### config.mk
export PLATFORM = sky130hd
export DESIGN_NAME = irq_vec_ctrl
export DESIGN_NICKNAME = d
export VERILOG_FILES = /design/src/rtl/irq_vec_pkg.sv /design/src/rtl/irq_flag_bank.sv /design/src/rtl/irq_prio.sv /design/src/rtl/irq_gate.sv /design/src/rtl/irq_vec_ctrl.sv
export SDC_FILE = /design/constraint.sdc
export NUM_CORES = 1
export LEC_CHECK = 0
export BUFFER_PORTS_ARGS = -buffer_cell sky130_fd_sc_hd__buf_2
export CAP_MARGIN = 20
export CORE_UTILIZATION = 34
export CTS_BUF_LIST = sky130_fd_sc_hd__clkbuf_8
export CTS_CLUSTER_DIAMETER = 60
export CTS_CLUSTER_SIZE = 12
export DETAILED_ROUTE_END_ITERATION = 7
export PLACE_DENSITY = 0.78
export SLEW_MARGIN = 5
export SYNTH_ARGS = -nofsm -noshare
export SYNTH_HDL_FRONTEND = slang
export SYNTH_SLANG_ARGS = --single-unit
### constraint.sdc
create_clock -name clk_i -period 1.75 [get_ports clk_i]
set_input_delay 0.175 -clock clk_i [delete_from_list [all_inputs] [get_ports clk_i]]
set_output_delay 0.175 -clock clk_i [all_outputs]
set_load 0.005 [all_outputs]
### src/rtl/irq_vec_pkg.sv
`timescale 1ns/1ps
package irq_vec_pkg;
  localparam int unsigned N_SRC_DEF = 8;
  localparam int unsigned AW_DEF    = 12;
  localparam int unsigned STRIDE    = 2;

  function automatic int unsigned idx_w(input int unsigned n);
    return (n > 1) ? $clog2(n) : 1;
  endfunction
endpackage

### src/rtl/irq_flag_bank.sv
`timescale 1ns/1ps
module irq_flag_bank #(
  parameter int unsigned N         = 8,
  parameter logic [N-1:0] FLAG_MASK = '0
) (
  input  logic         clk_i,
  input  logic         rst_ni,
  input  logic [N-1:0] src_i,
  input  logic [N-1:0] en_i,
  input  logic [N-1:0] sw_clr_i,
  input  logic [N-1:0] hw_clr_i,
  output logic [N-1:0] pend_o
);
  assign pend_o[0] = 1'b0;  // slot 0 is reset

  for (genvar i = 1; i < N; i++) begin : g_src
    if (FLAG_MASK[i]) begin : g_flag
      logic flag_q;
      always_ff @(posedge clk_i or negedge rst_ni) begin
        if (!rst_ni) flag_q <= 1'b0;
        else         flag_q <= (flag_q & ~sw_clr_i[i] & ~hw_clr_i[i]) | src_i[i];
      end
      assign pend_o[i] = flag_q & en_i[i];
    end else begin : g_level
      assign pend_o[i] = src_i[i] & en_i[i];
    end
  end
endmodule

### src/rtl/irq_prio.sv
`timescale 1ns/1ps
module irq_prio #(
  parameter int unsigned N  = 8,
  parameter int unsigned IW = 3
) (
  input  logic [N-1:0]  req_i,
  output logic          any_o,
  output logic [IW-1:0] idx_o
);
  assign any_o = |req_i;

  always_comb begin
    idx_o = '0;
    for (int i = N - 1; i >= 0; i--) begin
      if (req_i[i]) idx_o = IW'(i);
    end
  end
endmodule

### src/rtl/irq_gate.sv
`timescale 1ns/1ps
module irq_gate #(
  parameter int unsigned    IW        = 3,
  parameter int unsigned    AW        = 12,
  parameter logic [AW-1:0]  BOOT_BASE = '0,
  parameter int unsigned    STRIDE    = 2
) (
  input  logic          clk_i,
  input  logic          rst_ni,
  input  logic          retire_i,
  input  logic          reti_i,
  input  logic          gie_set_i,
  input  logic          gie_clr_i,
  input  logic          take_ack_i,
  input  logic          vec_sel_boot_i,
  input  logic          pend_any_i,
  input  logic [IW-1:0] pend_idx_i,
  output logic          decide_o,
  output logic          take_o,
  output logic [AW-1:0] vec_addr_o,
  output logic          gie_o
);
  localparam logic [AW-1:0] STRIDE_W = AW'(STRIDE);

  logic          gie_q, block_q, take_q;
  logic [AW-1:0] vec_q, vec_d;

  // block_q: a return happened, and no instruction has completed since
  assign decide_o = retire_i & ~reti_i & ~block_q & ~take_q &
                    gie_q & ~gie_clr_i & pend_any_i;

  assign vec_d = (vec_sel_boot_i ? BOOT_BASE : '0) + AW'(pend_idx_i) * STRIDE_W;

  always_ff @(posedge clk_i or negedge rst_ni) begin
    if (!rst_ni) begin
      gie_q   <= 1'b0;
      block_q <= 1'b0;
      take_q  <= 1'b0;
      vec_q   <= '0;
    end else begin
      if (gie_clr_i || decide_o)   gie_q <= 1'b0;
      else if (reti_i || gie_set_i) gie_q <= 1'b1;

      if (reti_i)        block_q <= 1'b1;
      else if (retire_i) block_q <= 1'b0;

      if (decide_o) begin
        take_q <= 1'b1;
        vec_q  <= vec_d;
      end else if (take_ack_i) begin
        take_q <= 1'b0;
      end
    end
  end

  assign take_o     = take_q;
  assign vec_addr_o = vec_q;
  assign gie_o      = gie_q;
endmodule

### src/rtl/irq_vec_ctrl.sv
`timescale 1ns/1ps
module irq_vec_ctrl
  import irq_vec_pkg::*;
#(
  parameter int unsigned        N_SRC     = N_SRC_DEF,
  parameter int unsigned        AW        = AW_DEF,
  parameter logic [AW-1:0]      BOOT_BASE = 12'hC00,
  parameter logic [N_SRC-1:0]   FLAG_MASK = 8'b0000_1110
) (
  input  logic             clk_i,
  input  logic             rst_ni,
  input  logic [N_SRC-1:0] src_i,
  input  logic [N_SRC-1:0] src_en_i,
  input  logic             retire_i,
  input  logic             reti_i,
  input  logic             gie_set_i,
  input  logic             gie_clr_i,
  input  logic             flag_clr_we_i,
  input  logic [N_SRC-1:0] flag_clr_data_i,
  input  logic             vec_sel_boot_i,
  input  logic             rst_vec_boot_i,
  input  logic             take_ack_i,
  output logic             take_o,
  output logic [AW-1:0]    vec_addr_o,
  output logic             gie_o,
  output logic [AW-1:0]    rst_vec_o
);
  localparam int unsigned IW = idx_w(N_SRC);

  logic [N_SRC-1:0] pend, sw_clr, hw_clr;
  logic             pend_any, decide;
  logic [IW-1:0]    pend_idx;

  assign sw_clr    = flag_clr_we_i ? flag_clr_data_i : '0;
  assign hw_clr    = decide ? (N_SRC'(1) << pend_idx) : '0;
  assign rst_vec_o = rst_vec_boot_i ? BOOT_BASE : '0;

  irq_flag_bank #(.N(N_SRC), .FLAG_MASK(FLAG_MASK)) u_flags (
    .clk_i    (clk_i),
    .rst_ni   (rst_ni),
    .src_i    (src_i),
    .en_i     (src_en_i),
    .sw_clr_i (sw_clr),
    .hw_clr_i (hw_clr),
    .pend_o   (pend)
  );

  irq_prio #(.N(N_SRC), .IW(IW)) u_prio (
    .req_i (pend),
    .any_o (pend_any),
    .idx_o (pend_idx)
  );

  irq_gate #(.IW(IW), .AW(AW), .BOOT_BASE(BOOT_BASE), .STRIDE(STRIDE)) u_gate (
    .clk_i          (clk_i),
    .rst_ni         (rst_ni),
    .retire_i       (retire_i),
    .reti_i         (reti_i),
    .gie_set_i      (gie_set_i),
    .gie_clr_i      (gie_clr_i),
    .take_ack_i     (take_ack_i),
    .vec_sel_boot_i (vec_sel_boot_i),
    .pend_any_i     (pend_any),
    .pend_idx_i     (pend_idx),
    .decide_o       (decide),
    .take_o         (take_o),
    .vec_addr_o     (vec_addr_o),
    .gie_o          (gie_o)
  );
endmodule

==> results.md, run 1 <==
- Final HPWL DP: about 1100 um
- Die span in x: 46.21 um
- Gpl congestion: ~0.79
- Fin crit share: 96.58%
- Layout area overhead: 24.67%
- Yosys reg bits: 10
- Worst skew pair latency: 230 ps
- Setup TNS: 0 ps
- Vias per cell: 4.659
- Netlist cell types: 19
- Final worst slack: 59.76 ps
- Clock slew at reported path FFs: roughly 40 ps
- Max cap viols: 0
- Final Hold Fails: 0
- Largest net degree at the start of global routing: 11
- Synthesized cell area: about 660 sq um
- Row cnt: 15
- Num ports: 60
- Core box area: about 0.0018 sq mm
- Grt ovf: 0
- CTS Root Cell: clkbuf_8
- Final Skew: 3.268 ps
- Setup violations, final: 0
- Antenna diode count: 0
- Crit path launch type: register
- 1st-iter DRT viols: 6
- Synth warnings: 0
- Drt first pass iters: 3
- Critical Setup Path Class: register to register
- Initial antenna violation count: 0
- DRC: 0
- Via count: about 600
- Clock Tree Buf Depth: 2
- Maximum vdd ir drop: ~480 uV
- Post-Place Setup Slack: 64.72 ps
- H-tree levels: 1
- DIE AREA: between 0.002 and 0.0025 sq mm
- Sink Count: 10
- CP endpoint kind: register
- RSZ-0062 raised after global routing: no
- # fillers: ~180
- Cells after Synth: approximately 70
- Slew Viols, Final: 0
- Starting Density: between 30 and 40%
- Routed WL: between 1000 and 1500 um
- Fraction of layout cells with a size suffix above 1: roughly 42%
- Power Dens Cells: about 800 mW/mm^2
- Total Routing Usage GR: around 15%
- Register area share after synthesis: between 30% and 40%
- Worst Path Arrival: about 1800 ps
- Status: finished clean
- PortBufs: 32
- First-pass GRT wire length: 2166 um
- F_max: ~0.59 GHz
- CTS tree: done
- Die H: between 40 and 50 um
- Mean Syn Cell Area: slightly above 9 sq um
- TritonCTS Buffers: 3
- Nets: 140
- DR WL/cell: around 10 um
- Critical Path RT: 1870 ps
- LEAKAGE: 0.4392 nW
- CP max FO: 7
- Hold WC Path Type: primary input to register
- ANT nets after route: 0
- Vias in the first global route: between 500 and 600
- Tmin final: approximately 1700 ps
-- cells in the mapped netlist --
cell / count / share of area, %
buf_4: 20 / 23
nand2_1: 12 / 6.8
dfrtp_1: 10 / 38
a21oi_1: 5 / 3.8
a22oi_1: 4 / 4.5
a31o_2: 3 / 4.0
inv_1: 3 / 1.7
mux2_1: 2 / 3.4
nand3_1: 2 / 1.5
a21o_2: 1 / 1.3
a221o_1: 1 / 1.5
a32o_1: 1 / 1.5
conb_1: 1 / 0.56
nand2b_1: 1 / 0.94
nor3_4: 1 / 2.4
o21ai_0: 1 / 0.75
o21ai_2: 1 / 1.3
o311a_2: 1 / 1.7
or4b_4: 1 / 2.1
-- worst paths after layout --
check                                     startpoint                             end  slack [ps]  cells after the start
worst max-delay path                  u_gate.block_q  u_flags.g_src[2].g_flag.flag_q          60                      5
worst min-delay path                      take_ack_i                   u_gate.take_o         120                      2
worst max register to register        u_gate.block_q  u_flags.g_src[2].g_flag.flag_q          60                      5
worst min register to register  u_gate.vec_addr_o[1]            u_gate.vec_addr_o[1]         500                      1
max in group asynchronous                     rst_ni  u_flags.g_src[1].g_flag.flag_q        1230                      2
min in group asynchronous                     rst_ni            u_gate.vec_addr_o[3]         330                      2
-- repair_timing --
item,in CTS,in global routing
setup buffers,0,0
endpoints found under the hold margin,10,0
resized for setup,0,1
setup endpoints to repair,0,2
hold buffers,1,0
-- layout by cell type (no fill, tap or decap) --
cell            n
a21o_2          1
a21oi_1         5
a221o_1         1
a22oi_1         4
a31o_2          3
a32o_1          1
buf_2          32
buf_6           1
clkbuf_8        3
conb_1         17
dfrtp_1        10
dlygate4sd3_1   1
inv_1           3
mux2_1          2
nand2_1        12
nand2b_1        1
nand3_1         2
nor3_4          1
o21ai_0         1
o21ai_2         1
o311a_2         1
or4b_4          1
-- report_power, final --
part           total, W  switching (W)  internal [W]  leakage, nW
registers      0.000288      0.0000210      0.000267        0.117
clock network  0.000229      0.0000798      0.000150       0.0216
logic          0.000148      0.0000718     0.0000766        0.301
total          0.000665       0.000173      0.000493        0.439
-- cell families after synthesis --
group	Yosys count	synth area share [%]
AO/OA/AOI/OAI	18	20.34
buffers and inverters	23	24.29
flip-flops	10	37.66
multiplexers	2	3.390
other	1	0.5644
AND/OR/NAND/NOR	17	13.75
-- cell type report --
type	instances	area, sq um	share of cell area, %
inverters	3	11.26	1.360
flip-flops and latches	10	250.2	30.21
multi-input cells	54	312.8	37.76
clock buffers	3	41.29	4.985
well taps	25	31.28	3.776
repair buffers	34	181.4	21.90
-- state kept, by name (all words and copies together), names as in the netlist --
name	count
u_flags.g_src.g_flag.flag_q	3
u_gate.gie_o	1
u_gate.take_o	1
u_gate.block_q	1
u_gate.vec_addr_o	4
-- routing by layer --
layer | wire [um] | GRT usage (%) | part of all wire [%] | vias up
li1 | - | - | - | 280
met3 | 108 | 8.235 | 8.1 | 4
met2 | 690 | 25.92 | 52 | 30
met1 | 509 | 15.29 | 38 | 287
met4 | 31 | 7.059 | 2.3 | 0
met5 | 0 | 0 | 0 | -
-- metrics by stage --
| stage | total power [W] | util [%] | hold WS [ps] | instances | area [sq um] |
|---|---|---|---|---|---|
| after detailed placement | 0.0004377 | 43.37 | 41.60 | 125 | 773.2 |
| after global placement | 0.0004308 | 43.37 | 46.03 | 125 | 773.2 |
| after floorplan | 0.0003935 | - | -120.6 | 87 | 724.4 |
| after CTS | 0.0006697 | 46.25 | 124.5 | 129 | 824.5 |
| after global routing | 0.0007101 | 46.46 | 135.5 | 129 | 828.3 |
| final | 0.0006654 | 46.46 | 123.1 | 129 | 828.3 |
-- worst max-delay path: stages, from the launching register on --
cell	delay [ps]
dfrtp_1	390
or4b_4	550
nor3_4	170
buf_6	150
nand3_1	80
a31o_2	230
Note: power is estimated with default switching activity, not from simulation.
==> run 2: changes to the inputs <==
--- a/config.mk
+++ b/config.mk
@@ -7,13 +7,14 @@
 export LEC_CHECK = 0
 export BUFFER_PORTS_ARGS = -buffer_cell sky130_fd_sc_hd__buf_2
 export CAP_MARGIN = 20
-export CORE_UTILIZATION = 34
+export CORE_UTILIZATION = 38
 export CTS_BUF_LIST = sky130_fd_sc_hd__clkbuf_8
 export CTS_CLUSTER_DIAMETER = 60
 export CTS_CLUSTER_SIZE = 12
 export DETAILED_ROUTE_END_ITERATION = 7
-export PLACE_DENSITY = 0.78
+export PLACE_DENSITY = 0.79
 export SLEW_MARGIN = 5
 export SYNTH_ARGS = -nofsm -noshare
 export SYNTH_HDL_FRONTEND = slang
+export SYNTH_HIERARCHICAL = 1
 export SYNTH_SLANG_ARGS = --single-unit
==> constraint.sdc (replaced) <==
create_clock -name clk_i -period 1.4 [get_ports clk_i]
set_input_delay 0.14 -clock clk_i [delete_from_list [all_inputs] [get_ports clk_i]]
set_output_delay 0.14 -clock clk_i [all_outputs]
set_load 0.005 [all_outputs]
==> results.md, run 2 <==
- Crit path launch type: register
- Antenna diode count: 0 (unchanged)
- Num ports: 60 (unchanged)
- Final core area utilization: 60.49% (+14 points)
- Die span in x: 46.45 um (+0.52%)
- Final cell count without fillers: 145 (+12%)
- Final Skew: 2.265 ps (-1.004 ps)
- Nets: 155 (+11%)
- Vias per cell: 4.428 (-5.0%)
- Starting Density: 42.11% (+4.8 points)
- Core box area: 0.001783 sq mm (unchanged)
- RR Startpoint: u_flags/g_src[2].g_flag.flag_q
- Layout area overhead: 43.67%
- RSZ-0062 raised after global routing: yes
- Power Dens Cells: 853.5 mW/mm^2 (+6.2%)
- Grt ovf: 0 (unchanged)
- Hold path cells: 2 (unchanged)
- Crit path largest cell delay: 410 ps (-140 ps)
- Setup violations, final: 6 (+6)
- Die H: 46.45 um (+0.52%)
- Via count: 642 (+6.8%)
- Critical Path RT: 1520 ps (-350 ps)
- CP endpoint kind: register
- Worst Path Arrival: 1650 ps (-160 ps)
- R2R Path End: u_flags/g_src[1].g_flag.flag_q
- FF-to-FF setup slack: -130 ps (-190 ps)
- Mean Syn Cell Area: 9.503 sq um (+1.6%)
- Max reg flops: 4 (unchanged)
- Slew Viols, Final: 0 (unchanged)
- Worst skew pair latency: 230 ps (about the same)
- Commonest non-fill, non-tap cell in the layout: buf_2
- WP buf/inv: 0 (-1)
- Failing checks: setup timing
- CP Launch Point: u_flags/g_src[2].g_flag.flag_q
- Fin crit share: 109.1% (+13 points)
- Final Hold Fails: 0 (unchanged)
- CTS Root Cell: clkbuf_8
- Sink Count: 10 (unchanged)
- Synthesized cell area: 750.7 sq um (+13%)
- Cells after Synth: 79 (+11%)
- Maximum vdd ir drop: 723.6 uV (+51%)
- Hold WC Path Type: primary input to register
- F_max: 0.6547 GHz (+11%)
- DR WL/cell: 11.19 um (+7.8%)
- Origin of the worst min-delay path: gie_clr_i
- Clock slew at reported path FFs: 50 ps (about the same)
- Synth warnings: 6 (+6)
- Worst-path cell chain: and2_4, o41ai_4, and4bb_2, nor2_1, a21o_1
- Total Routing Usage GR: 15.35% (+0.031 points)
- Status: finished with violations
- DIE AREA: 0.002157 sq mm (+1.0%)
- ANT nets after route: 0 (unchanged)
- Vias in the first global route: 591 (+10%)
- LEAKAGE: 0.5998 nW (+37%)
- Final worst slack: -127.3 ps (-187.1 ps)
- CP Capture Point: u_flags/g_src[1].g_flag.flag_q
- PortBufs: 32 (unchanged)
- Row cnt: 15 (unchanged)
- Max cap viols: 0 (unchanged)
- 1st-iter DRT viols: 5 (-1)
- Inst Count DP: 137 (+9.6%)
- Critical Setup Path Class: register to register
- Initial antenna violation count: 0 (unchanged)
- Stages on worst setup path: 5 (unchanged)
- Most frequent cells in the layout: 32 x buf_2, 18 x conb_1, 10 x dfrtp_1, 8 x buf_4, 6 x and2_1
- Total power draw: 0.0009205 W (+38%)
- TritonCTS Buffers: 3 (unchanged)
- Final HPWL DP: 1183 um (+6.3%)
- Tmin final: 1527 ps (-162.9 ps)
- Fraction of layout cells with a size suffix above 1: 55.00% (+13 points)
- Slowest CP cell: o41ai_4
- Drt first pass iters: 4 (+1)
- CP max FO: 4 (-3)
- R2R cell count: 5 (unchanged)
- Largest delay share family, worst path: compound AO/OA/AOI/OAI gates
- CTS tree: done
- Post-Place Setup Slack: -199.2 ps (-263.9 ps)
- H-tree levels: 1 (unchanged)
- Routed WL: 1623 um (+21%)
- # fillers: 155 (-15%)
- Clock Tree Buf Depth: 2 (unchanged)
- First-pass GRT wire length: 2339 um (+8.0%)
- Largest net degree at the start of global routing: 11 (unchanged)
- DRC: 0 (unchanged)
- WHS: 78.07 ps (-45.02 ps)
- Gpl congestion: 0.7130 (-10%)
[run 2: layer usage]
layer  vias to the layer above  wire, um  track usage (%)
met5                         -         0                0
li1                        308         -                -
met4                         0         0            5.294
met3                         0        93            2.353
met1                       297       661            18.00
met2                        37       868            27.78
[run 2: worst min-delay path by stage]
stage / endpoint / slack (ps)
3_3_place_gp: u_gate/vec_addr_o[10] / 6
5_1_grt: u_flags/g_src[2].g_flag.flag_q / 80
3_5_place_dp: u_gate/vec_addr_o[10] / 9
4_1_cts: u_gate/gie_o / 70
2_1_floorplan: u_flags/g_src[1].g_flag.flag_q / -160
6_report: u_gate/gie_o / 80
[run 2: area by class of cell]
| class | instances | area [sq um] | area share [%] |
|---|---|---|---|
| inverters | 4 | 15.01 | 1.392 |
| well taps | 25 | 31.28 | 2.900 |
| repair buffers | 43 | 252.7 | 23.43 |
| clock buffers | 4 | 55.05 | 5.104 |
| flip-flops and latches | 10 | 250.2 | 23.20 |
| multi-input cells | 59 | 474.2 | 43.97 |
[run 2: stage by stage]
step	TNS, ps	cell area (sq um)
after floorplan	-18.67	829.5
after global placement	-875.4	915.9
after detailed placement	-1063	915.9
after CTS	-728.4	984.7
after global routing	-1065	1079
final	-508.0	1079
[run 2: power by group]
group          switching (W)  internal, W
logic               0.000104     0.000130
clock network       0.000103     0.000246
registers          0.0000168     0.000319
[run 2: what timing repair did]
item                       in CTS  in global routing
setup buffers                   0                  3
pin swaps                       0                 14
gates resized for setup         1                 15
hold endpoints to repair       10                  0
setup endpoints to repair       7                  8
hold buffers                    1                  0
==> run 3: changes to the inputs <==
--- a/config.mk
+++ b/config.mk
@@ -7,14 +7,14 @@
 export LEC_CHECK = 0
 export BUFFER_PORTS_ARGS = -buffer_cell sky130_fd_sc_hd__buf_2
 export CAP_MARGIN = 20
-export CORE_UTILIZATION = 38
+export CORE_UTILIZATION = 34
 export CTS_BUF_LIST = sky130_fd_sc_hd__clkbuf_8
 export CTS_CLUSTER_DIAMETER = 60
 export CTS_CLUSTER_SIZE = 12
 export DETAILED_ROUTE_END_ITERATION = 7
-export PLACE_DENSITY = 0.79
+export GPL_TIMING_DRIVEN = 0
+export PLACE_DENSITY = 0.78
 export SLEW_MARGIN = 5
 export SYNTH_ARGS = -nofsm -noshare
 export SYNTH_HDL_FRONTEND = slang
-export SYNTH_HIERARCHICAL = 1
 export SYNTH_SLANG_ARGS = --single-unit
==> results.md, run 3 (synthesis gave the netlist of run 1 again) <==
- Die span in x: 46.21 um (-0.52%)
- Via count: 647 (+0.78%)
- Max cap viols: 0 (unchanged)
- DIE AREA: 0.002135 sq mm (-1.0%)
- Largest net degree at the start of global routing: 11 (unchanged)
- Critical Setup Path Class: register to register
- Power Dens Cells: 918.0 mW/mm^2 (+7.6%)
- DRC: 0 (unchanged)
- Routed WL: 1440 um (-11%)
- Most frequent cells in the layout: 34 x buf_2, 24 x buf_4, 17 x conb_1, 12 x nand2_1, 10 x dfrtp_1
- Vias in the first global route: 578 (-2.2%)
- Grt ovf: 0 (unchanged)
- F_max: 0.5936 GHz (-9.3%)
- Row cnt: 15 (unchanged)
- Die H: 46.21 um (-0.52%)
- Final worst slack: -284.7 ps (-157.4 ps)
- RSZ-0062 raised after global routing: yes
- TritonCTS Buffers: 3 (unchanged)
- Worst skew pair latency: 230 ps (about the same)
- WHS: 68.13 ps (-9.937 ps)
- Clock Tree Buf Depth: 2 (unchanged)
- Slew Viols, Final: 0 (unchanged)
- Critical Path RT: 1510 ps (about the same)
- LEAKAGE: 0.5845 nW (-2.5%)
- H-tree levels: 1 (unchanged)
- Tmin final: 1685 ps (+157.4 ps)
- Final Skew: 1.953 ps (-0.3121 ps)
- CTS Root Cell: clkbuf_8
- CP max FO: 4 (unchanged)
- # fillers: 158 (+1.9%)
- Fraction of layout cells with a size suffix above 1: 56.92% (+1.9 points)
- PortBufs: 34 (+6.3%)
- Antenna diode count: 0 (unchanged)
- Setup violations, final: 9 (+3)
- FF-to-FF setup slack: -280 ps (-160 ps)
- DR WL/cell: 9.290 um (-17%)
- 1st-iter DRT viols: 1 (-4)
- Fin crit share: 120.3% (+11 points)
- Nets: 165 (+6.5%)
- Worst Path Arrival: 1800 ps (+150 ps)
- CTS tree: done
- First-pass GRT wire length: 2221 um (-5.0%)
- Layout area overhead: 57.82%
- Status: finished with violations
- ANT nets after route: 0 (unchanged)
- Sink Count: 10 (unchanged)
- Hold WC Path Type: primary input to register
- Register area: 250.2 sq um (unchanged)
- Clock slew at reported path FFs: 50 ps (about the same)
- Commonest non-fill, non-tap cell in the layout: buf_2
- Multi-input gate area: 340.3 sq um (-28%)
- Core box area: 0.001783 sq mm (unchanged)
- Post-Place Setup Slack: -424.3 ps (-225.1 ps)
- Final Hold Fails: 0 (unchanged)
- Vias per cell: 4.174 (-5.7%)
- Gpl congestion: 0.7705 (+8.1%)
- Maximum vdd ir drop: 851.8 uV (+18%)
- CP endpoint kind: register
- Num ports: 60 (unchanged)
- Starting Density: 37.26% (-4.8 points)
- Initial antenna violation count: 0 (unchanged)
- Max reg flops: 4 (unchanged)
- Crit path launch type: register
- Failing checks: setup timing
- Drt first pass iters: 2 (-2)
- Total Routing Usage GR: 15.19% (-0.16 points)
run 3: cell count changes in the layout (fill, tap and decap cells not counted), sizes merged, moves of 3 or more:
cell,before,now
buf,42,58
nand2,0,12
and2,10,0
nor2,6,0
a21oi,1,5
a22oi,0,4
a31o,0,3
and4bb,3,0
run 3: power breakdown:
part	internal, W	total, W	switching (W)
Sequential	0.000333	0.000359	0.0000264
Combinational	0.000148	0.000251	0.000102
Clock	0.000247	0.000353	0.000106
run 3: routing by layer:
layer / vias to the layer above / global-route usage, % / wire length, um / share of wire [%]
met2: 36 / 28.73 / 748 / 52
met4: 0 / 4.706 / 0 / 0
met1: 282 / 14.42 / 552 / 38
li1: 329 / - / - / -
met5: - / 0 / 0 / 0
met3: 0 / 6.667 / 138 / 9.6
run 3: what timing repair did:
action,in CTS,in global routing
endpoints found under the hold margin,10,0
buffers inserted,4,1
pin swaps,3,1
endpoints found under the setup margin,9,9
resized for setup,5,1
hold buffers,1,0
run 3: area by class of cell:
cell class	instances	share of cell area, %
Inverter	3	1.074
Clock buffer	4	5.251
Tap cell	25	2.983
Timing Repair Buffer	39	20.05
Sequential cell	10	23.87
Multi-Input combinational cell	54	32.46
Buffer	20	14.32
run 3: metrics by stage:
step                      power [W]  area, sq um  utilization (%)  TNS (ps)  instances
after floorplan           0.0004919        724.4                -     -1370         87
after global placement    0.0005877        925.9            51.93     -2099        146
after detailed placement  0.0005953        925.9            51.93     -2464        146
after CTS                 0.0009693         1045            58.60     -2707        155
after global routing       0.001029         1049            58.81     -2496        155
final                     0.0009625         1049            58.81     -2036        155
run 3: final timing paths:
kind,from,endpoint,cells past startpoint
max,u_gate.take_o,u_gate.vec_addr_o[10],4
min,take_ack_i,u_gate.take_o,2
max reg2reg,u_gate.take_o,u_gate.vec_addr_o[10],4
min reg2reg,u_gate.block_q,u_gate.block_q,1
max in group asynchronous,rst_ni,u_gate.gie_o,2
min in group asynchronous,rst_ni,u_gate.vec_addr_o[3],2
run 3: worst max-delay path, cell delays in order, from the launching register on:
cell     delay (ps)
dfrtp_1         390
or4b_4          530
nor3_4          200
o21ai_2         130
mux2_1          320
